<file path="config.mk">
export PLATFORM = sky130hd
export DESIGN_NAME = card_ctl_flag
export DESIGN_NICKNAME = d
export VERILOG_FILES = /design/src/rtl/card_flags_pkg.sv /design/src/rtl/card_flop_core.sv /design/src/rtl/card_req_logic.sv /design/src/rtl/card_ctl_flag.sv
export SDC_FILE = /design/constraint.sdc
export NUM_CORES = 1
export LEC_CHECK = 0
export BUFFER_PORTS_ARGS = -buffer_cell sky130_fd_sc_hd__buf_4
export CELL_PAD_IN_SITES_DETAIL_PLACEMENT = 0
export CELL_PAD_IN_SITES_GLOBAL_PLACEMENT = 1
export CORE_AREA = 2 2 39 41
export CTS_BUF_LIST = sky130_fd_sc_hd__clkbuf_16
export DETAILED_ROUTE_END_ITERATION = 8
export DIE_AREA = 0 0 41 43
export GPL_ROUTABILITY_DRIVEN = 0
export GPL_TIMING_DRIVEN = 0
export PLACE_DENSITY_LB_ADDON = 0.1
export SYNTH_ARGS = -nofsm -noshare
export SYNTH_HDL_FRONTEND = slang
export SYNTH_SLANG_ARGS = --single-unit
</file>
<file path="constraint.sdc">
create_clock -name clk -period 1.6 [get_ports clk]
set_clock_uncertainty 0.15 [all_clocks]
set_input_delay 0.32 -clock clk [delete_from_list [all_inputs] [get_ports clk]]
set_output_delay 0.32 -clock clk [all_outputs]
set_load 0.01 [all_outputs]
</file>
<file path="src/rtl/card_flags_pkg.sv">
package card_flags_pkg;

  typedef struct packed {
    logic stc;
    logic clc;
    logic stf;
    logic clf;
    logic enf;
    logic crs;
    logic popio;
    logic iak;
    logic done;
  } strobe_t;

  typedef struct packed {
    logic ctrl;
    logic flag;
    logic fbuf;
  } ff_t;

  localparam ff_t FF_RESET = '{ctrl: 1'b0, flag: 1'b0, fbuf: 1'b0};

  // Strobes act in a fixed order; a later step overrides an earlier one.
  function automatic ff_t ff_next(ff_t s, strobe_t t);
    ff_t n;
    n = s;
    if (t.enf && s.fbuf) n.flag = 1'b1;
    if (t.done) n.fbuf = 1'b1;
    if (t.stc) n.ctrl = 1'b1;
    if (t.clc) n.ctrl = 1'b0;
    if (t.stf) begin n.flag = 1'b1; n.fbuf = 1'b1; end
    if (t.clf) begin n.flag = 1'b0; n.fbuf = 1'b0; end
    if (t.crs) n.ctrl = 1'b0;
    if (t.popio) begin n.flag = 1'b1; n.fbuf = 1'b1; end
    if (t.iak) n.fbuf = 1'b0;
    return n;
  endfunction

  function automatic logic irq_term(ff_t s);
    return s.ctrl & s.flag & s.fbuf;
  endfunction

  function automatic logic srq_term(ff_t s);
    return s.flag;
  endfunction

  function automatic logic prl_term(ff_t s);
    return ~(s.ctrl & s.flag);
  endfunction

  function automatic logic skip_term(logic flag, logic sfs, logic sfc);
    return (sfs & flag) | (sfc & ~flag);
  endfunction

endpackage

</file>
<file path="src/rtl/card_flop_core.sv">
module card_flop_core
  import card_flags_pkg::*;
(
  input  logic    clk,
  input  logic    rst_n,
  input  strobe_t stb,
  output ff_t     state_q,
  output ff_t     state_n
);

  assign state_n = ff_next(state_q, stb);

  always_ff @(posedge clk or negedge rst_n) begin
    if (!rst_n) state_q <= FF_RESET;
    else        state_q <= state_n;
  end

  // Events brought out for the assertions
  logic ev_ctrl_kill, ev_enf_blocked, ev_iak, ev_preset_win;
  assign ev_ctrl_kill   = stb.clc | stb.crs;
  assign ev_enf_blocked = stb.enf & ~state_q.fbuf & ~stb.stf & ~stb.popio & ~stb.clf;
  assign ev_iak         = stb.iak;
  assign ev_preset_win  = stb.popio & ~stb.iak;

  a_r2_ctrl_cleared: assert property (@(posedge clk) disable iff (!rst_n)
    ev_ctrl_kill |=> !state_q.ctrl);
  a_r4_enf_needs_buffer: assert property (@(posedge clk) disable iff (!rst_n)
    ev_enf_blocked |=> state_q.flag == $past(state_q.flag));
  a_r8_iak_clears_buffer: assert property (@(posedge clk) disable iff (!rst_n)
    ev_iak |=> !state_q.fbuf);
  a_r7_preset_sets: assert property (@(posedge clk) disable iff (!rst_n)
    ev_preset_win |=> state_q.flag && state_q.fbuf);
  a_r5_clf_clears: assert property (@(posedge clk) disable iff (!rst_n)
    (stb.clf && !stb.popio) |=> !state_q.flag);

endmodule

</file>
<file path="src/rtl/card_req_logic.sv">
module card_req_logic
  import card_flags_pkg::*;
(
  input  logic clk,
  input  logic rst_n,
  input  logic sir,
  input  ff_t  state_q,
  input  ff_t  state_n,
  input  logic pri_in,
  input  logic sfs,
  input  logic sfc,
  output logic irq_out,
  output logic srq_out,
  output logic prl_out,
  output logic skip_out
);

  logic irq_q, srq_q, prl_q;

  always_ff @(posedge clk or negedge rst_n) begin
    if (!rst_n) begin
      irq_q <= 1'b0;
      srq_q <= 1'b0;
      prl_q <= 1'b1;
    end else if (sir) begin
      irq_q <= irq_term(state_n);
      srq_q <= srq_term(state_n);
      prl_q <= prl_term(state_n);
    end
  end

  assign irq_out  = irq_q & pri_in;
  assign srq_out  = srq_q;
  assign prl_out  = prl_q & pri_in;
  assign skip_out = skip_term(state_q.flag, sfs, sfc);

  a_r9_sir_tracks_state: assert property (@(posedge clk) disable iff (!rst_n)
    sir |=> (irq_q == (state_q.ctrl & state_q.flag & state_q.fbuf)) &&
            (srq_q == state_q.flag));
  a_r9_hold_without_sir: assert property (@(posedge clk) disable iff (!rst_n)
    !sir |=> $stable(irq_q) && $stable(srq_q) && $stable(prl_q));
  a_r10_irq_prl_exclusive: assert property (@(posedge clk) disable iff (!rst_n)
    !(irq_out && prl_out));
  a_r6_skip_sfs: assert property (@(posedge clk) disable iff (!rst_n)
    (sfs && !sfc && state_q.flag) |-> skip_out);

endmodule

</file>
<file path="src/rtl/card_ctl_flag.sv">
module card_ctl_flag
  import card_flags_pkg::*;
(
  input  logic clk,
  input  logic rst_n,
  input  logic stb_stc,
  input  logic stb_clc,
  input  logic stb_stf,
  input  logic stb_clf,
  input  logic stb_sfs,
  input  logic stb_sfc,
  input  logic stb_enf,
  input  logic stb_crs,
  input  logic stb_popio,
  input  logic stb_iak,
  input  logic stb_sir,
  input  logic dev_done,
  input  logic pri_in,
  output logic irq_out,
  output logic srq_out,
  output logic prl_out,
  output logic skip_out
);

  strobe_t stb;
  ff_t     state_q, state_n;

  assign stb = '{stc: stb_stc, clc: stb_clc, stf: stb_stf, clf: stb_clf,
                 enf: stb_enf, crs: stb_crs, popio: stb_popio,
                 iak: stb_iak, done: dev_done};

  card_flop_core u_core (
    .clk     (clk),
    .rst_n   (rst_n),
    .stb     (stb),
    .state_q (state_q),
    .state_n (state_n)
  );

  card_req_logic u_req (
    .clk      (clk),
    .rst_n    (rst_n),
    .sir      (stb_sir),
    .state_q  (state_q),
    .state_n  (state_n),
    .pri_in   (pri_in),
    .sfs      (stb_sfs),
    .sfc      (stb_sfc),
    .irq_out  (irq_out),
    .srq_out  (srq_out),
    .prl_out  (prl_out),
    .skip_out (skip_out)
  );

  a_r10_no_priority_no_irq: assert property (@(posedge clk) disable iff (!rst_n)
    !pri_in |-> !irq_out && !prl_out);

endmodule

</file>
==> results.tsv, run 1 <==
metric	value	unit
Max H-tree Level	1	
via count	256	
Distinct cells, synth	12	
post-CTS setup buffers	0	
Seq. cell area	151	sq um
Multi-input gate area	111	sq um
Pleak	0.244	nW
Mean Syn Cell Area	12.5	sq um
share of layout cells above drive strength 1	59.1	%
Syn Nets	36	
placed insts	55	
half-perimeter wire length after placement	484	microns
Ys Warns	0	
Crit. End Element	output pin	
Max rail drop VDD	0.748	mV
Diodes inserted	0	
critical path arrival	1.06	ns
fin crit share	95.9	%
Vias per Instance	4.27	
register area share after synthesis	57.6	%
most frequent cells in the layout	buf_4 (18), dfrtp_1 (5), clkbuf_16 (3)	
clock root buffer	clkbuf_16	
Setup Crit Path Kind	reg2out	
Max-slew headroom	77.1	%
Final ANT Viol Nets	0	
switching power	0.113	mW
clock buffer count from CTS	3	
Clock Latency Late Sink	0.23	ns
Layout Utilization	36.6	%
Slowest-stage cell, CP	dfrtp_1	
# IOs	19	
Net Sw Frac	17.6	%
largest net degree at the start of global routing	7	
vias in the first global route	215	
Int Power	0.530	mW
# DRC	0	
Routed wire per std cell	10.4	microns
Post-CTS Resized	0	
Die W	41	microns
Port Buffers	18	
post-place setup slack	0.275	ns
Top delay family on crit path	flip-flops	
crit path time final	1.53	ns
Final WS setup	0.0660	ns
total power	0.643	mW
WL final	625	microns
number of fill cells	137	
clock tree sinks	6	
flops & latches, synth	6	
first-pass GRT wire length	910	microns
max-cap violations	0	
Worst-path clk slew	0.04	ns
initial antenna violation count	0	
CTS tree	yes	
clock share of power	63.4	%
die area	1760	sq um
initial core utilization	19.0	%
commonest non-fill, non-tap cell in the layout	buf_4	
CP cell instances	mux2_2 > buf_4	
Area Overhead vs Synth	92.9	%
status	complete, no violations	
combinational share of power	10.5	%
Bufs on Longest Clock Path	2	
slowest stage delay, CP	0.36	ns
Setup TNS	0	ns
CP max FO	2	
final hold slack	0.124	ns
Core ar.	1380	sq um
synthesized cell area	263	sq um
fin area	507	sq um
endpoints failing setup	0	
Gate Count Post-Synth	21	
Cell Rows	14	
achievable frequency	652	MHz
Seq pwr share	26.1	%
Die Ht	43	microns
Hold Path Class	in2reg	
WP data required	1.13	ns
non-filler cells, final	60	
drt pass-1 iters	2	
DRT iter0 DRCs	1	
CP Launch Type	register	
post-placement cell area	418	sq um
Max Slew Vio Count	0	
unrepaired setup endpoints after global routing	no	
Hold Violations, Final	0	
CTS hold repair buffers	1	
Layout Nets	60	
Buf/Inv on CP	1	
Slew @ Worst Pin	0.340	ns
Overflow after GRT	0	
pwr/cell area	1270	nW/um^2
gr usage total	9.12	%
layout make-up:
class                   count  area share, %
clock buffers               3           14.8
clock inverters             1          0.741
flip-flops and latches      6           29.9
multi-input cells          15           22.0
well taps                  16           3.95
repair buffers             19           28.6
power groups by stage:
stage	Clock [mW]	Combinational [mW]	Sequential, mW
after detailed placement	0	0.0670	0.170
final	0.408	0.0676	0.168
after global placement	0	0.0661	0.170
after global routing	0.427	0.0743	0.169
after floorplan	0	0.0201	0.170
after CTS	0.418	0.0690	0.168
state kept, by name, summed over array words and instances, names as in the netlist:
signal and count:
u_req.srq_out 1, u_req.irq_q 1, u_core.state_q 3, u_req.prl_q 1
final timing paths:
check | cells after the start | start | to | slack (ns)
worst max-delay path | 2 | u_core.state_q[1]$_DFF_PN0_ | skip_out | 0.07
worst min-delay path | 2 | stb_iak | u_core.state_q[0]$_DFF_PN0_ | 0.12
worst max register to register | 3 | u_core.state_q[1]$_DFF_PN0_ | u_req.srq_out$_DFFE_PN0P_ | 0.33
worst min register to register | 2 | u_req.prl_q$_DFFE_PN1P_ | u_req.prl_q$_DFFE_PN1P_ | 0.35
max in group asynchronous | 2 | rst_n | u_req.prl_q$_DFFE_PN1P_ | 0.81
min in group asynchronous | 2 | rst_n | u_core.state_q[2]$_DFF_PN0_ | 0.28
synth_stat cells, drive strengths merged:
cell,instances,area (sq um)
a211oi,1,12.5
a31oi,1,6.26
a41o,1,10.0
and2,2,12.5
dfrtp,5,125
dfstp,1,26.3
mux2,2,22.5
nor2,2,7.51
nor2b,2,12.5
nor3,2,10.0
nor4,1,6.26
o21bai,1,11.3
cells by family after synthesis:
logic type,synth area share [%]
and+or+nand+nor,18.6
DFF,57.6
AOI/OAI and AO/OA,15.2
muxes,8.57
per-layer routing:
| metal | vias to the layer above | share of wire [%] | track usage (%) | wire length (microns) |
|---|---|---|---|---|
| li1 | 124 | - | - | - |
| met1 | 114 | 36 | 9.27 | 228 |
| met2 | 16 | 42 | 10.0 | 264 |
| met3 | 2 | 18 | 7.85 | 114 |
| met4 | 0 | 2.7 | 10.0 | 17 |
| met5 | - | 0 | 0 | 0 |
Note: power is estimated with default switching activity, not from simulation.
==> run 2: changes to the inputs <==
CELL_PAD_IN_SITES_DETAIL_PLACEMENT = 1   (was 0)
CELL_PAD_IN_SITES_GLOBAL_PLACEMENT = 2   (was 1)
CORE_AREA = default   (was 2 2 39 41)
CORE_MARGIN = 2   (was default)
CORE_UTILIZATION = 19   (was default)
DIE_AREA = default   (was 0 0 41 43)
==> results.tsv, run 2 (synthesis results as in run 1) <==
metric	value	unit	change
final hold slack	0.119	ns	-0.00507 ns
number of fill cells	150		+9.5%
Overflow after GRT	0		unchanged
CP max FO	2		unchanged
Die Ht	41.2	microns	-4.2%
post-place setup slack	0.221	ns	-0.0539 ns
initial antenna violation count	0		unchanged
commonest non-fill, non-tap cell in the layout	buf_4		
Slew @ Worst Pin	0.348	ns	+0.00822 ns
Port Buffers	18		unchanged
Max H-tree Level	1		unchanged
Vias per Instance	4.38		+2.7%
CTS tree	yes		
DRT iter0 DRCs	1		unchanged
total power	0.658	mW	+2.3%
Die W	41.2	microns	+0.45%
max-cap violations	0		unchanged
Worst-path clk slew	0.04	ns	about the same
via count	263		+2.7%
vias in the first global route	254		+18%
first-pass GRT wire length	1080	microns	+18%
fin crit share	95.4	%	-0.52 points
Routed wire per std cell	12.7	microns	+21%
drt pass-1 iters	2		unchanged
CP Launch Type	register		
status	complete, no violations		
Crit. End Element	output pin		
Clock Latency Late Sink	0.23	ns	about the same
Bufs on Longest Clock Path	2		unchanged
gr usage total	11.1	%	+2.0 points
WP data required	1.13	ns	about the same
Area Overhead vs Synth	95.2	%	
Hold Violations, Final	0		unchanged
Final ANT Viol Nets	0		unchanged
largest reg by FF count	u_core.state_q		
# DRC	0		unchanged
Max rail drop VDD	0.686	mV	-8.3%
WL final	759	microns	+21%
half-perimeter wire length after placement	610	microns	+26%
largest net degree at the start of global routing	7		unchanged
Pleak	0.249	nW	+1.8%
die area	1700	sq um	-3.8%
crit path time final	1.53	ns	-0.00840 ns
# IOs	19		unchanged
Setup TNS	0	ns	unchanged
Max-slew headroom	76.6	%	-0.55 points
Layout Nets	61		+1.7%
max reg flops	3		unchanged
endpoints failing setup	0		unchanged
pwr/cell area	1280	nW/um^2	+1.0%
Final WS setup	0.0743	ns	+0.00840 ns
clock buffer count from CTS	3		unchanged
Max Slew Vio Count	0		unchanged
initial core utilization	20.2	%	+1.2 points
Hold Path Class	in2reg		
clock tree sinks	6		unchanged
most frequent cells in the layout	buf_4 (19), dfrtp_1 (5), clkbuf_16 (3)		
Post-CTS Resized	0		unchanged
Core ar.	1300	sq um	-6.0%
share of layout cells above drive strength 1	60.0	%	+0.91 points
critical path arrival	1.06	ns	about the same
unrepaired setup endpoints after global routing	no		
Setup Crit Path Kind	reg2out		
clock root buffer	clkbuf_16		
Cell Rows	13		-1
setup slack, reg-to-reg	0.24	ns	-0.09 ns
achievable frequency	655	MHz	+0.55%
Diodes inserted	0		unchanged
## run 2: cell types whose count changed in the layout (fill, tap and decap cells not counted), sizes merged
cell / before / now
buf: 18 / 19
## run 2: path summary, 6_finish.rpt
| kind | endpoint | cells after the start | startpoint |
|---|---|---|---|
| worst max-delay path | skip_out | 2 | u_core.state_q[1]$_DFF_PN0_ |
| worst min-delay path | u_core.state_q[0]$_DFF_PN0_ | 2 | stb_iak |
| worst max register to register | u_req.srq_out$_DFFE_PN0P_ | 4 | u_core.state_q[1]$_DFF_PN0_ |
| worst min register to register | u_req.prl_q$_DFFE_PN1P_ | 2 | u_req.prl_q$_DFFE_PN1P_ |
| max in group asynchronous | u_req.prl_q$_DFFE_PN1P_ | 2 | rst_n |
| min in group asynchronous | u_core.state_q[0]$_DFF_PN0_ | 2 | rst_n |
## run 2: cell type report
type / instances / area [sq um] / share of cell area, %
Tap cell: 15 / 18.8 / 3.66
Clock buffer: 3 / 75.1 / 14.6
Sequential cell: 6 / 151 / 29.5
Multi-Input combinational cell: 15 / 111 / 21.7
Clock inverter: 1 / 3.75 / 0.732
Timing Repair Buffer: 20 / 153 / 29.8
## run 2: routing by layer
| metal | vias up | GRT usage (%) | wire length, microns |
|---|---|---|---|
| met5 | - | 0 | 0 |
| li1 | 126 | - | - |
| met4 | 0 | 7.26 | 24 |
| met3 | 3 | 8.15 | 70 |
| met2 | 12 | 16.0 | 363 |
| met1 | 122 | 11.2 | 302 |
## run 2: worst max-delay path, cell delays in order, from the launching register on
cell and delay, ns:
dfrtp_1 0.34, mux2_2 0.34, buf_4 0.14
## run 2: repair_timing
item / in CTS / in global routing
hold endpoints to repair: 6 / 0
setup buffers: 0 / 1
hold buffers: 1 / 0
endpoints found under the setup margin: 0 / 1
## run 2: power breakdown
group	internal (mW)	switching (mW)
Clock	0.325	0.0941
Combinational	0.0453	0.0260
Sequential	0.163	0.00478
Total	0.533	0.125
## run 2: metrics by stage
step                      util, %  cells  instance area, sq um
final                        39.4     60                   513
after global routing         39.4     60                   513
after CTS                    38.8     59                   505
after detailed placement     32.0     54                   417
after global placement       32.0     54                   417
after floorplan                 -     21                   263
==> run 3: changes to the inputs <==
--- a/config.mk
+++ b/config.mk
@@ -11,3 +11,3 @@
 export CORE_MARGIN = 2
-export CORE_UTILIZATION = 19
+export CORE_UTILIZATION = 18
 export CTS_BUF_LIST = sky130_fd_sc_hd__clkbuf_16
@@ -17,2 +17,3 @@
 export PLACE_DENSITY_LB_ADDON = 0.1
+export RECOVER_POWER = 25
 export SYNTH_ARGS = -nofsm -noshare
==> constraint.sdc (replaced) <==
create_clock -name clk -period 1.25 [get_ports clk]
set_clock_uncertainty 0.15 [all_clocks]
set_input_delay 0.25 -clock clk [delete_from_list [all_inputs] [get_ports clk]]
set_output_delay 0.25 -clock clk [all_outputs]
set_load 0.05 [all_outputs]
==> results.tsv, run 3 (synthesis results as in run 1) <==
metric	value	unit	change
initial antenna violation count	0		unchanged
unrepaired setup endpoints after global routing	yes		
CP max FO	2		unchanged
Final ANT Viol Nets	0		unchanged
Worst-path clk slew	0.03	ns	about the same
post-place setup slack	-0.0385	ns	-0.260 ns
Bufs on Longest Clock Path	2		unchanged
Max H-tree Level	1		unchanged
number of fill cells	152		+1.3%
status	finished with violations		
Area Overhead vs Synth	121	%	
Setup TNS	-0.606	ns	-0.606 ns
non-filler cells, final	61		+1.7%
crit path time final	1.47	ns	
drt pass-1 iters	3		+1
Pleak	0.276	nW	+11%
largest reg by FF count	u_core.state_q		
max reg flops	3		unchanged
Hold Violations, Final	0		unchanged
Final WS setup	-0.222	ns	-0.296 ns
switching power	0.187	mW	+50%
initial core utilization	19.7	%	-0.49 points
Net Sw Frac	21.0	%	+2.1 points
max-cap violations	0		unchanged
Hold Path Class	in2reg		
achievable frequency	680	MHz	
most frequent cells in the layout	buf_4 (15), dfrtp_1 (5), clkbuf_16 (3), buf_8 (3)		
critical path arrival	1.07	ns	about the same
worst hold start	stb_iak		
Layout Nets	62		+1.6%
clock share of power	58.8	%	-4.9 points
DRT iter0 DRCs	1		unchanged
final hold slack	0.0517	ns	-0.0675 ns
Die W	42.2	microns	+2.5%
Slew @ Worst Pin	0.356	ns	+0.00731 ns
clock root buffer	clkbuf_16		
combinational share of power	16.8	%	+6.0 points
Worst R2R Start	u_core.state_q[1]$_DFF_PN0_		
Int Power	0.701	mW	+32%
Port Buffers	18		unchanged
met2 wire length	468	microns	+29%
failing checks	negative setup slack		
endpoints failing setup	6		+6
Core ar.	1330	sq um	+2.5%
Max-slew headroom	76.2	%	-0.44 points
Overflow after GRT	0		unchanged
WL final	848	microns	+12%
first-pass GRT wire length	1370	microns	+27%
met1 WL	291	microns	-3.6%
Top Metal Used	met4		
largest net degree at the start of global routing	7		unchanged
pwr/cell area	1530	nW/um^2	+19%
Seq pwr share	24.4	%	-1.1 points
clock buffer count from CTS	3		unchanged
half-perimeter wire length after placement	634	microns	+3.9%
fin crit share	118	%	
gr usage total	11.0	%	-0.12 points
Crit. End Element	output pin		
# IOs	19		unchanged
routed wl met3	66	microns	-5.7%
share of layout cells above drive strength 1	69.6	%	+9.6 points
CTS tree	yes		
Clock Latency Late Sink	0.23	ns	about the same
Max rail drop VDD	1.35	mV	+97%
# DRC	0		unchanged
clock tree sinks	6		unchanged
Routed wire per std cell	13.9	microns	+9.9%
die area	1780	sq um	+5.0%
Diodes inserted	0		unchanged
Max Slew Vio Count	0		unchanged
Setup Crit Path Kind	reg2out		
vias in the first global route	323		+27%
Cell Rows	13		unchanged
Die Ht	42.2	microns	+2.5%
via count	280		+6.5%
Vias per Instance	4.59		+4.7%
WP data required	0.85	ns	-0.28 ns
placed insts	54		unchanged
crit path from	u_core.state_q[1]$_DFF_PN0_		
CP Launch Type	register		
commonest non-fill, non-tap cell in the layout	buf_4		
==> run 3: changes by cell type in the layout (fill, tap and decap cells not counted), moves of 2 or more <==
cell | previous run | this run
mux2_2 | 2 | 0
and2_4 | 0 | 2
and2_1 | 2 | 0
buf_8 | 0 | 3
mux2_4 | 0 | 2
buf_4 | 19 | 15
==> run 3: power groups by stage <==
stage | clock [mW] | combinational, mW | sequential, mW
after global routing | 0.546 | 0.157 | 0.218
final | 0.522 | 0.149 | 0.217
after floorplan | 0 | 0.0441 | 0.229
after CTS | 0.530 | 0.144 | 0.217
after detailed placement | 0 | 0.117 | 0.218
after global placement | 0 | 0.114 | 0.217
==> run 3: timing repair <==
item / 4_1_cts / 5_1_grt
hold buffers: 1 / 0
setup buffers: 2 / 0
hold endpoints to repair: 6 / 0
pin swaps: 6 / 1
setup endpoints to repair: 5 / 7
gates resized for setup: 11 / 3
==> run 3: worst max-delay path: stages (launching register included) <==
cell and delay [ns]:
dfrtp_1 0.38, mux2_4 0.31, buf_8 0.15
==> run 3: metrics by stage <==
step	total power, mW	utilization, %	instance area, sq um
floorplan	0.273	-	264
global placement	0.332	31.3	418
detailed placement	0.335	31.3	418
CTS	0.891	42.1	562
global route	0.922	43.6	582
finish	0.888	43.6	582
==> run 3: path summary, 6_finish.rpt <==
kind                                          endpoint  slack [ns]  cells after the start
max reg2reg                  u_req.srq_out$_DFFE_PN0P_       -0.11                      4
min in group asynchronous      u_req.irq_q$_DFFE_PN0P_        0.28                      2
max                                           skip_out       -0.22                      2
max in group asynchronous      u_req.prl_q$_DFFE_PN1P_        0.37                      2
min reg2reg                  u_req.srq_out$_DFFE_PN0P_        0.38                      1
min                        u_core.state_q[0]$_DFF_PN0_        0.05                      2
==> run 3: routing by layer <==
metal | up-vias | track usage (%)
met4 | 0 | 7.50
met1 | 137 | 10.5
met5 | - | 0
li1 | 127 | -
met2 | 12 | 17.2
met3 | 4 | 6.90
==> run 3: area by class of cell <==
class	count	area (sq um)	area share [%]
clock buffers	3	75.1	12.9
multi-input cells	15	150	25.8
flip-flops and latches	6	151	26.0
repair buffers	21	183	31.4
well taps	15	18.8	3.23
clock inverters	1	3.75	0.645
